**src/rtl/rpu_pkg.sv**
```systemverilog
package rpu_pkg;
  typedef enum logic [1:0] {
    POL_LRU   = 2'd0,
    POL_FIFO  = 2'd1,
    POL_RAND  = 2'd2,
    POL_LRU_B = 2'd3
  } policy_e;

  localparam logic [15:0] GEN_SEED = 16'hACE1;

  function automatic logic [15:0] gen_next(input logic [15:0] v);
    return {v[14:0], v[15] ^ v[13] ^ v[12] ^ v[10]};
  endfunction
endpackage

```
**src/rtl/rpu_lru_set.sv**
```systemverilog
module rpu_lru_set #(
  parameter int NUM_WAYS = 4,
  localparam int WAY_W = (NUM_WAYS > 1) ? $clog2(NUM_WAYS) : 1
) (
  input  logic             clk,
  input  logic             rst_n,
  input  logic             touch,
  input  logic [WAY_W-1:0] touch_way,
  output logic [WAY_W-1:0] victim
);
  logic [WAY_W-1:0] age_q [NUM_WAYS];
  logic [WAY_W-1:0] ref_age;

  always_comb begin
    ref_age = '0;
    for (int w = 0; w < NUM_WAYS; w++)
      if (touch_way == WAY_W'(w)) ref_age = age_q[w];
  end

  always_ff @(posedge clk) begin
    if (!rst_n) begin
      for (int w = 0; w < NUM_WAYS; w++) age_q[w] <= WAY_W'(w);
    end else if (touch) begin
      for (int w = 0; w < NUM_WAYS; w++) begin
        if (touch_way == WAY_W'(w)) age_q[w] <= '0;
        else if (age_q[w] < ref_age) age_q[w] <= age_q[w] + 1'b1;
      end
    end
  end

  always_comb begin
    victim = '0;
    for (int w = 0; w < NUM_WAYS; w++)
      if (age_q[w] == WAY_W'(NUM_WAYS - 1)) victim = WAY_W'(w);
  end
endmodule

```
**src/rtl/rpu_fifo_ptr.sv**
```systemverilog
module rpu_fifo_ptr #(
  parameter int NUM_WAYS = 4,
  localparam int WAY_W = (NUM_WAYS > 1) ? $clog2(NUM_WAYS) : 1
) (
  input  logic             clk,
  input  logic             rst_n,
  input  logic             fill,
  output logic [WAY_W-1:0] ptr
);
  always_ff @(posedge clk) begin
    if (!rst_n) ptr <= '0;
    else if (fill) ptr <= (ptr == WAY_W'(NUM_WAYS - 1)) ? '0 : ptr + 1'b1;
  end
endmodule

```
**src/rtl/rpu_lfsr.sv**
```systemverilog
module rpu_lfsr (
  input  logic        clk,
  input  logic        rst_n,
  output logic [15:0] state
);
  import rpu_pkg::*;
  always_ff @(posedge clk) begin
    if (!rst_n) state <= GEN_SEED;
    else        state <= gen_next(state);
  end
endmodule

```
**src/rtl/repl_victim_sel.sv**
```systemverilog
module repl_victim_sel #(
  parameter int NUM_WAYS = 4,
  parameter int NUM_SETS = 8,
  localparam int WAY_W = (NUM_WAYS > 1) ? $clog2(NUM_WAYS) : 1,
  localparam int SET_W = (NUM_SETS > 1) ? $clog2(NUM_SETS) : 1
) (
  input  logic             clk,
  input  logic             rst_n,
  input  logic [1:0]       mode_sel,
  input  logic             acc_valid,
  input  logic             acc_fill,
  input  logic [SET_W-1:0] acc_set,
  input  logic [WAY_W-1:0] acc_way,
  input  logic             q_valid,
  input  logic [SET_W-1:0] q_set,
  output logic             vic_valid,
  output logic [WAY_W-1:0] vic_way
);
  import rpu_pkg::*;

  logic [WAY_W-1:0] lru_vic  [NUM_SETS];
  logic [WAY_W-1:0] fifo_ptr [NUM_SETS];
  logic [15:0]      gen_q;
  logic [WAY_W-1:0] rand_way;
  logic [WAY_W-1:0] lru_pick, fifo_pick;
  policy_e          pol;

  for (genvar s = 0; s < NUM_SETS; s++) begin : g_set
    logic hit_set;
    assign hit_set = acc_valid && (acc_set == SET_W'(s));

    rpu_lru_set #(.NUM_WAYS(NUM_WAYS)) u_lru (
      .clk(clk), .rst_n(rst_n), .touch(hit_set),
      .touch_way(acc_way), .victim(lru_vic[s]));

    rpu_fifo_ptr #(.NUM_WAYS(NUM_WAYS)) u_fifo (
      .clk(clk), .rst_n(rst_n), .fill(hit_set && acc_fill),
      .ptr(fifo_ptr[s]));
  end

  rpu_lfsr u_gen (.clk(clk), .rst_n(rst_n), .state(gen_q));

  assign rand_way = WAY_W'(gen_q % 16'(NUM_WAYS));

  always_comb begin
    lru_pick  = '0;
    fifo_pick = '0;
    for (int s = 0; s < NUM_SETS; s++) begin
      if (q_set == SET_W'(s)) begin
        lru_pick  = lru_vic[s];
        fifo_pick = fifo_ptr[s];
      end
    end
  end

  assign pol = policy_e'(mode_sel);

  always_comb begin
    unique case (pol)
      POL_FIFO: vic_way = fifo_pick;
      POL_RAND: vic_way = rand_way;
      default:  vic_way = lru_pick;
    endcase
  end

  assign vic_valid = q_valid;
endmodule

```
**config.mk**
```make
export PLATFORM = sky130hd
export DESIGN_NAME = repl_victim_sel
export DESIGN_NICKNAME = d
export VERILOG_FILES = /design/src/rtl/rpu_pkg.sv /design/src/rtl/rpu_lru_set.sv /design/src/rtl/rpu_fifo_ptr.sv /design/src/rtl/rpu_lfsr.sv /design/src/rtl/repl_victim_sel.sv
export SDC_FILE = /design/constraint.sdc
export NUM_CORES = 1
export LEC_CHECK = 0
export ABC_AREA = 1
export CAP_MARGIN = 20
export CORE_UTILIZATION = 55
export DETAILED_ROUTE_END_ITERATION = 8
export PLACE_DENSITY_LB_ADDON = 0.25
export RECOVER_POWER = 50
export SYNTH_ARGS = -nofsm -noshare
export SYNTH_HDL_FRONTEND = slang
export SYNTH_SLANG_ARGS = --single-unit
```
**constraint.sdc**
```tcl
create_clock -name clk -period 4.3 [get_ports clk]
set_clock_uncertainty 0.1 [all_clocks]
set_input_delay 1.075 -clock clk [delete_from_list [all_inputs] [get_ports clk]]
set_output_delay 1.075 -clock clk [all_outputs]
set_load 0.01 [all_outputs]
```
==> results.py, run 1 <==
metrics = {
    "place": {
        "io_buffer_count": 15,
        "place_congestion": 0.8903,
        "dp_hpwl_um": 11270,
        "preCtsSetupSlack_ns": 0.05472,
    },
    "synth": {
        "yosys_warnings": 0,
        "synth_edf_count": 64,
        "synth_cell_types": 34,
        "syn-cell-area_sq_um": 6264,
        "yosysSeqAreaShare_pct": 40.91,
        "synth_top_area_share_pct": 30.68,
        "synthCells": 785,
        "yosysTopAreaCell": "edfxtp_1",
        "netlist_top_cells_area": "edfxtp_1 (31%), ha_1 (13%), dfxtp_1 (10%), nand2_1 (9.2%), o21ai_0 (5.9%)",
        "synth_flop_cell": "edfxtp_1",
        "avgSynthCellArea_sq_um": 7.979,
        "yosysMostFrequentCell": "nand2_1",
        "synth-seq-cells": 96,
        "ys_top_cells_by_count": "nand2_1 (154), inv_1 (91), o21ai_0 (74)",
        "synthArstFlopShare_pct": 0,
        "syn_nets": 866,
    },
    "clocking": {
        "cts_resized": 0,
        "clk_pin_slew_ns": 0.07,
        "postCtsHoldBufs": 0,
        "htree_levels": 3,
        "cts_made_buffers": 9,
        "clk_latency_ns": 0.36,
        "cts_tree": "yes",
        "root_buffer": "clkbuf_16",
        "cts.sinks": 96,
        "postCtsSetupBuffers": 0,
        "cts_buffer_depth": 2,
    },
    "flow_run": {
        "drv_cap": 1,
    },
    "timing": {
        "max_slew_margin_pct": -60.28,
        "worst_pin_slew_ns": 2.404,
        "slew_viol_final": 48,
        "fin_tns_setup_ns": 0,
        "fin_crit_sh_pct": 96.79,
        "finalSetupViolCount": 0,
        "fmax_ghz": 0.2403,
        "rsz0062_at_grt": "no",
        "period_needed_ns": 4.162,
        "fin_ws_ns": 0.1378,
        "hold_violations": 0,
        "hold_slack_ns": 0.3138,
    },
    "floorplanning": {
        "die_w_um": 108.7,
        "initial_utilization_pct": 57.03,
        "boundaryPins": 18,
        "rows": 38,
        "die_area_sq_um": 11820,
        "die_h_um": 108.7,
        "coreArea_sq_um": 10980,
    },
    "critical_path": {
        "timing.rr.start": "g_set[0].u_lru.age_q[2][1]",
        "start_kind": "input port",
        "worstPathArrival_ns": 2.99,
        "path_class": "input port to output port",
        "worst_r2r_endpoint": "g_set[0].u_lru.age_q[0][1]",
        "cp_max_fo": 5,
        "startpoint": "q_set[1]",
        "r2r_cells": 7,
        "r2r_slack_ns": 2.00,
        "cp-end-kind": "output port",
        "critPathRequiredTime_ns": 3.12,
    },
    "pwr": {
        "finalPower_mw": 2.112,
        "vdd_ir_drop_max_v": 0.0002065,
        "powerDensity_nw_per_um2": 305.3,
        "p_leak_nw": 2.993,
    },
    "cells_and_area": {
        "num-nets-final": 891,
        "diodes": 0,
        "drive_gt1_share_pct": 6.258,
        "syn2layout_area_growth_pct": 10.45,
    },
    "route": {
        "drtIter0Drc": 509,
        "drt_pass1_iterations": 5,
        "vias_per_cell": 5.809,
        "wl_um": 15320,
        "routedWlPerCell_um": 16.04,
        "drc": 0,
        "ant_nets": 0,
        "vias": 5548,
    },
    "worst_hold_path": {
        "hold_path_class": "flip-flop to flip-flop",
        "hold_depth": 1,
        "hp-start": "u_gen.state[9]",
        "min_to": "u_gen.state[10]",
    },
    "global_route": {
        "first_global_vias": 5245,
        "grt_pass1_wl_um": 24750,
        "track_usage_pct": 27.61,
        "grt_start_max_net_pins": 48,
        "antenna_found_initial": 0,
        "grt-ovfl-total": 0,
    },
    "outcome": {
        "violations": "capacitance limit, slew limit",
        "status": "finished with violations",
    },
}
## power breakdown
group / switching (mW) / total (mW) / internal, mW
sequential: 0.0239 / 1.04 / 1.01
clock: 0.376 / 0.777 / 0.401
combinational: 0.187 / 0.298 / 0.111
total: 0.587 / 2.11 / 1.53
## worst max path at each step
| stage | cells after the start | slack, ns | endpoint |
|---|---|---|---|
| finish | 14 | 0.14 | vic_way[0] |
| global route | 10 | 0.003 | vic_way[0] |
| CTS | 11 | 0.04 | vic_way[0] |
| detailed placement | 11 | 0.05 | vic_way[0] |
| global placement | 13 | 0.09 | vic_way[1] |
| floorplan | 10 | 1.07 | vic_way[1] |
## logic make-up (layout without fill, tap and decap cells)
| logic type | Yosys count | after routing | synth area share, % |
|---|---|---|---|
| flip-flops | 96 | 96 | 40.91 |
| adder cells (fa/ha/maj) | 66 | 66 | 13.18 |
| XOR/XNOR | 10 | 10 | 1.398 |
| AO/OA/AOI/OAI | 157 | 157 | 13.64 |
| AND/OR/NAND/NOR | 337 | 337 | 23.47 |
| buffers and inverters | 119 | 149 | 7.391 |
## metrics by stage
stage / instance area [sq um] / utilization [%] / instances
2_1_floorplan: 6264 / - / 785
3_3_place_gp: 6643 / 60.48 / 939
3_5_place_dp: 6643 / 60.48 / 939
4_1_cts: 6922 / 63.02 / 955
5_1_grt: 6918 / 62.99 / 955
6_report: 6918 / 62.99 / 955
## state kept, by name (all words and copies together) (netlist names)
name	cells
u_gen.state	16
g_set.u_fifo.ptr	16
g_set.u_lru.age_q	64
## cells in the final DEF, fill, tap and decap left out, drive strengths merged, types with 2 or more instances in the layout
cell	netlist	layout
edfxtp	64	64
or3	5	5
o211ai	13	13
clkbuf	10	14
ha	66	66
nand4	6	6
o22ai	6	6
nor3	23	23
nor4	12	12
a221oi	2	2
a21oi	34	34
nor2	63	63
o21ai	99	99
clkinv	1	2
buf	12	18
xnor2	9	9
nand2	156	156
dfxtp	32	32
nand3	59	59
inv	96	101
clkdlybuf4s50	0	10
or2	13	13
dlygate4sd3	0	3
## worst max-delay path: stages
cell and delay [ns]:
clkdlybuf4s50_1 0.43, buf_4 0.16, nor2_1 0.18, nand3_1 0.10, nand2_1 0.08, nor2_1 0.04, nand4_1 0.06, nand2_1 0.05
nand2_1 0.05, nand2_1 0.05, nand2_1 0.06, nand2_1 0.05, nand2_1 0.06, clkdlybuf4s50_1 0.53
## per-layer routing
layer / track usage, % / part of all wire (%) / vias to the layer above / routed length (um)
met1: 35.25 / 43 / 2558 / 6531
li1: - / - / 2745 / -
met5: 0 / 0 / - / 0
met3: 5.977 / 8.3 / 44 / 1269
met2: 45.16 / 47 / 201 / 7123
met4: 11.68 / 2.6 / 0 / 393
## cell type report
| cell class | instances | area (sq um) |
|---|---|---|
| Inverter | 97 | 364.1 |
| Clock buffer | 10 | 229.0 |
| Tap cell | 140 | 175.2 |
| Fill cell | 945 | 4065 |
| Multi-Input combinational cell | 570 | 3247 |
| Timing Repair Buffer | 36 | 290.3 |
| Sequential cell | 96 | 2562 |
| Clock inverter | 6 | 50.05 |
No activity file was read; power rests on OpenSTA's default activity.
==> run 2: changes to the inputs <==
- GPL_TIMING_DRIVEN: unset -> 0
==> results.py, run 2 (synthesis results as in run 1) <==
metrics = {
    "outcome": {
        "status": "finished clean",
    },
    "clocking": {
        "cts.sinks": 96,
        "htree_levels": 3,
        "postCtsHoldBufs": 0,
        "clk_pin_slew_ns": 0.07,
        "cts_buffer_depth": 2,
        "cts_tree": "yes",
        "root_buffer": "clkbuf_16",
        "clk_latency_ns": 0.36,
        "cts_made_buffers": 9,
    },
    "global_route": {
        "track_usage_pct": 29.91,
        "grt_start_max_net_pins": 17,
        "antenna_found_initial": 0,
        "first_global_vias": 5422,
        "grtUsageMet2_pct": 48.73,
        "busiest_layer": "met2",
        "grt-ovfl-total": 0,
        "grtUsageMet3_pct": 6.037,
        "grt_pass1_wl_um": 26460,
        "met1_usage_pct": 39.04,
    },
    "timing": {
        "period_needed_ns": 4.159,
        "finalSetupViolCount": 0,
        "fmax_ghz": 0.2404,
        "fin_crit_sh_pct": 96.73,
        "slew_viol_final": 0,
        "max_slew_margin_pct": 41.79,
        "rsz0062_at_grt": "no",
        "worst_pin_slew_ns": 0.8700,
        "hold_violations": 0,
    },
    "cells_and_area": {
        "final_cell_mix": "nand2_1 (154), inv_1 (89), o21ai_0 (80), ha_1 (66), edfxtp_1 (64)",
        "num-nets-final": 895,
        "final_common_cell": "nand2_1",
        "final_cell_area_sq_um": 6960,
        "top_regs": "g_set.u_lru.age_q x64, g_set.u_fifo.ptr x16, u_gen.state x16",
        "fin_util_pct": 63.37,
        "syn2layout_area_growth_pct": 11.13,
        "diodes": 0,
        "top_register": "g_set.u_lru.age_q",
        "drive_gt1_share_pct": 6.838,
        "largest_register_ffs": 64,
    },
    "critical_path": {
        "cp_max_fo": 10,
        "worstPathArrival_ns": 4.15,
        "start_kind": "input port",
        "cp-end-kind": "flip-flop",
        "critPathRequiredTime_ns": 4.29,
        "path_class": "input port to flip-flop",
    },
    "route": {
        "drt_pass1_iterations": 5,
        "vias": 5711,
        "wl_um": 16380,
        "ant_nets": 0,
        "drtIter0Drc": 667,
        "vias_per_cell": 5.955,
        "drc": 0,
        "routedWlPerCell_um": 17.08,
    },
    "flow_run": {
        "drv_cap": 0,
    },
    "place": {
        "io_buffer_count": 16,
        "placed_cell_area_sq_um": 6599,
        "dp_hpwl_um": 11780,
        "place_congestion": 0.9311,
    },
    "floorplanning": {
        "die_area_sq_um": 11820,
        "rows": 38,
        "die_w_um": 108.7,
        "die_h_um": 108.7,
        "initial_utilization_pct": 57.03,
        "coreArea_sq_um": 10980,
        "boundaryPins": 18,
    },
    "pwr": {
        "vdd_ir_drop_max_v": 0.0003562,
        "powerDensity_nw_per_um2": 313.5,
        "p_leak_nw": 2.982,
    },
    "worst_hold_path": {
        "hold_path_class": "flip-flop to flip-flop",
    },
}
==> run 2: changes by cell type in the layout (fill, tap and decap cells not counted), moves of 3 or more <==
cell and change:
buf_4 -12, clkbuf_2 +3, clkbuf_1 +8, buf_2 +5, inv_1 -4
==> run 2: area by class of cell <==
| cell class | instances | area, sq um |
|---|---|---|
| Clock inverter | 4 | 30.03 |
| Timing Repair Buffer | 19 | 167.7 |
| Sequential cell | 96 | 2562 |
| Fill cell | 932 | 4023 |
| Inverter | 97 | 367.9 |
| Clock buffer | 12 | 289.0 |
| Multi-Input combinational cell | 570 | 3274 |
| Buffer | 21 | 93.84 |
| Tap cell | 140 | 175.2 |
==> run 2: report_power, final <==
group	internal [mW]	switching (mW)	total [mW]
Clock	0.481	0.356	0.837
Combinational	0.107	0.200	0.307
Sequential	1.01	0.0246	1.04
Total	1.60	0.581	2.18
==> run 2: worst paths after layout <==
| path | start | to | slack (ns) | cells after the start |
|---|---|---|---|---|
| max | acc_way[0] | g_set[0].u_lru.age_q[3][0] | 0.14 | 14 |
| min | u_gen.state[5] | u_gen.state[6] | 0.31 | 1 |
| max reg2reg | g_set[3].u_lru.age_q[2][1] | g_set[3].u_lru.age_q[2][1] | 2.10 | 8 |
| min reg2reg | u_gen.state[5] | u_gen.state[6] | 0.31 | 1 |
==> run 2: critical path: stages <==
cell	delay (ns)
clkdlybuf4s50_1	0.49
buf_4	0.23
nand2_2	0.23
inv_2	0.10
buf_2	0.27
buf_2	0.35
a221oi_1	0.08
nand2_1	0.09
o21ai_0	0.22
ha_1	0.27
nor4_1	0.37
nand2_1	0.13
o21ai_0	0.11
o21ai_0	0.12
==> run 2: layer usage <==
layer  vias to the layer above  part of all wire (%)
li1                       2762                     -
met1                      2628                    42
met2                       282                    46
met3                        39                   9.3
met4                         0                   2.6
met5                         -                     0
==> run 2: timing repair <==
item | 4_1_cts | 5_1_grt
setup endpoints to repair | 2 | 4
buffers inserted | 3 | 0
gates resized for setup | 12 | 8
==> run 2: per-stage QoR <==
stage                     TNS, ns  std cells  total power, mW  hold slack [ns]  worst slack, ns
after global routing            0        959            2.273           0.3337          0.01374
after detailed placement   -1.206        941            1.354           0.2996          -0.2913
after global placement    -0.6945        941            1.341           0.2937          -0.3098
after CTS                       0        960            2.191           0.3150           0.1690
after floorplan                 0        785            1.251           0.2905            1.067
final                           0        959            2.182           0.3142           0.1406
==> run 3: changes to the inputs <==
- CORE_UTILIZATION: 55 -> 63
- clock period: 4.3 -> 4 ns (I/O delays scaled with it)
==> results.py, run 3 (synthesis results as in run 1) <==
metrics = {
    "global_route": {
        "grt_start_max_net_pins": 20,
        "antenna_found_initial": 0,
        "track_usage_pct": 34.07,
        "first_global_vias": 5498,
        "grt_pass1_wl_um": 26380,
        "grt-ovfl-total": 0,
    },
    "critical_path": {
        "cp_slowest_cell": "clkdlybuf4s50_1",
        "cp_top_family": "buffers and inverters",
        "startpoint": "q_set[1]",
        "r2r_cells": 8,
        "timing.rr.start": "g_set[3].u_lru.age_q[1][1]",
        "crit_top_cell": "nand2_1",
        "critPathRequiredTime_ns": 2.90,
        "cp-end-kind": "output port",
        "critical_path_buf_inv_count": 2,
        "start_kind": "input port",
        "worstPathArrival_ns": 2.79,
        "r2r_slack_ns": 1.68,
        "worst_r2r_endpoint": "g_set[3].u_lru.age_q[2][1]",
        "worst-path-stages": 9,
        "cp_max_fo": 6,
        "path_cells": "clkdlybuf4s15_2 -> nor2_1 -> nand2_1 -> o211ai_1 -> o21ai_2 -> nand4_1 -> nand2_1 -> nand2_1 -> clkdlybuf4s50_1",
        "path_class": "input port to output port",
        "crit_path_max_incr_delay_ns": 0.53,
    },
    "timing": {
        "slew_viol_final": 0,
        "finalSetupViolCount": 0,
        "max_slew_margin_pct": 34.89,
        "fmax_ghz": 0.2570,
        "fin_ws_ns": 0.1087,
        "hold_violations": 0,
        "period_needed_ns": 3.891,
        "rsz0062_at_grt": "no",
        "hold_slack_ns": 0.3257,
        "fin_crit_sh_pct": 97.28,
        "worst_pin_slew_ns": 0.9731,
    },
    "place": {
        "place_congestion": 0.9770,
        "dp_hpwl_um": 11910,
        "preCtsSetupSlack_ns": -0.5730,
        "io_buffer_count": 16,
        "place_inst": 934,
    },
    "cells_and_area": {
        "instances_no_fill": 949,
        "top_regs": "g_set.u_lru.age_q x64, g_set.u_fifo.ptr x16, u_gen.state x16",
        "top_register": "g_set.u_lru.age_q",
        "multi_input_area_sq_um": 3294,
        "fill_cells": 778,
        "diodes": 0,
        "final_common_cell": "nand2_1",
        "final_cell_mix": "nand2_1 (154), inv_1 (89), o21ai_0 (82), ha_1 (66), edfxtp_1 (64)",
        "drive_gt1_share_pct": 6.985,
        "syn2layout_area_growth_pct": 9.249,
        "num-nets-final": 892,
        "seq_area_sq_um": 2562,
        "largest_register_ffs": 64,
    },
    "worst_hold_path": {
        "hold_path_class": "flip-flop to flip-flop",
        "hp-start": "u_gen.state[7]",
        "hold_depth": 2,
        "min_to": "u_gen.state[8]",
    },
    "pwr": {
        "powerDensity_nw_per_um2": 307.2,
        "vdd_ir_drop_max_v": 0.0002234,
        "p_leak_nw": 2.918,
    },
    "clocking": {
        "postCtsSetupBuffers": 0,
        "clk_latency_ns": 0.38,
        "cts_buffer_depth": 2,
        "htree_levels": 3,
        "cts_made_buffers": 9,
        "root_buffer": "clkbuf_8",
        "cts.sinks": 96,
        "clk_pin_slew_ns": 0.11,
        "postCtsHoldBufs": 0,
        "cts_tree": "yes",
    },
    "route": {
        "wl_met2_um": 7564,
        "drc": 0,
        "wl_met1_um": 6439,
        "highest_layer": "met4",
        "drt_pass1_iterations": 5,
        "ant_nets": 0,
        "met3_length_um": 1689,
        "routedWlPerCell_um": 17.51,
        "vias_per_cell": 6.107,
        "drtIter0Drc": 564,
        "wl_um": 16620,
        "vias": 5796,
    },
    "floorplanning": {
        "boundaryPins": 18,
        "die_h_um": 101.7,
        "die_w_um": 101.7,
        "die_area_sq_um": 10340,
        "initial_utilization_pct": 64.68,
        "coreArea_sq_um": 9684,
        "rows": 36,
    },
    "outcome": {
        "status": "finished clean",
    },
    "flow_run": {
        "drv_cap": 0,
    },
}
run 3: cell types whose count changed in the layout (fill, tap and decap cells not counted), moves of 2 or more:
cell,delta
clkbuf_16,-11
clkbuf_8,+8
buf_2,-3
buf_4,-3
nor4_1,-3
nor4_2,+3
o21ai_1,-3
clkbuf_4,+2
inv_8,+2
o21ai_0,+2
run 3: final cells by class:
| cell class | count | area share (%) |
|---|---|---|
| buffer | 21 | 1.463 |
| clock buffer | 9 | 1.810 |
| clock inverter | 7 | 1.042 |
| inverter | 97 | 5.449 |
| multi-input combinational | 570 | 48.14 |
| sequential | 96 | 37.45 |
| tap | 133 | 2.432 |
| timing repair buffer | 16 | 2.212 |
run 3: how the worst max path moves through the flow:
stage / slack [ns] / end
after detailed placement: -0.57 / vic_way[1]
after floorplan: 0.88 / g_set[0].u_lru.age_q[3][0]
after CTS: 0.003 / vic_way[1]
final: 0.11 / vic_way[0]
after global routing: 0.02 / vic_way[1]
after global placement: -0.50 / vic_way[1]
run 3: per-stage QoR:
step | cell area (sq um) | util (%) | total power, mW | setup TNS [ns]
after CTS | 6827 | 70.49 | 2.092 | 0
final | 6843 | 70.66 | 2.102 | 0
after floorplan | 6264 | - | 1.345 | 0
after detailed placement | 6590 | 68.05 | 1.457 | -9.556
after global routing | 6843 | 70.66 | 2.178 | 0
after global placement | 6590 | 68.05 | 1.441 | -5.615
run 3: power by group:
part / switching, mW / internal (mW)
sequential: 0.0273 / 1.09
clock: 0.404 / 0.246
combinational: 0.220 / 0.115
total: 0.652 / 1.45
run 3: worst reg2reg max path, cell delays in order, from the launching register on:
cell and delay (ns):
edfxtp_1 0.44, o21ai_0 0.21, nor2_1 0.08, a21oi_1 0.32
ha_1 0.18, inv_1 0.04, o21ai_0 0.30, o21ai_0 0.16
or2_1 0.26
run 3: what timing repair did:
item,4_1_cts,5_1_grt
setup endpoints to repair,2,23
resized for setup,16,16
pin swaps,0,0
endpoints found under the hold margin,0,0
run 3: routing by layer:
layer	track usage [%]	vias to the layer above
li1	-	2756
met1	42.65	2605
met2	54.05	343
met3	5.935	92
met4	22.85	0
met5	0	-
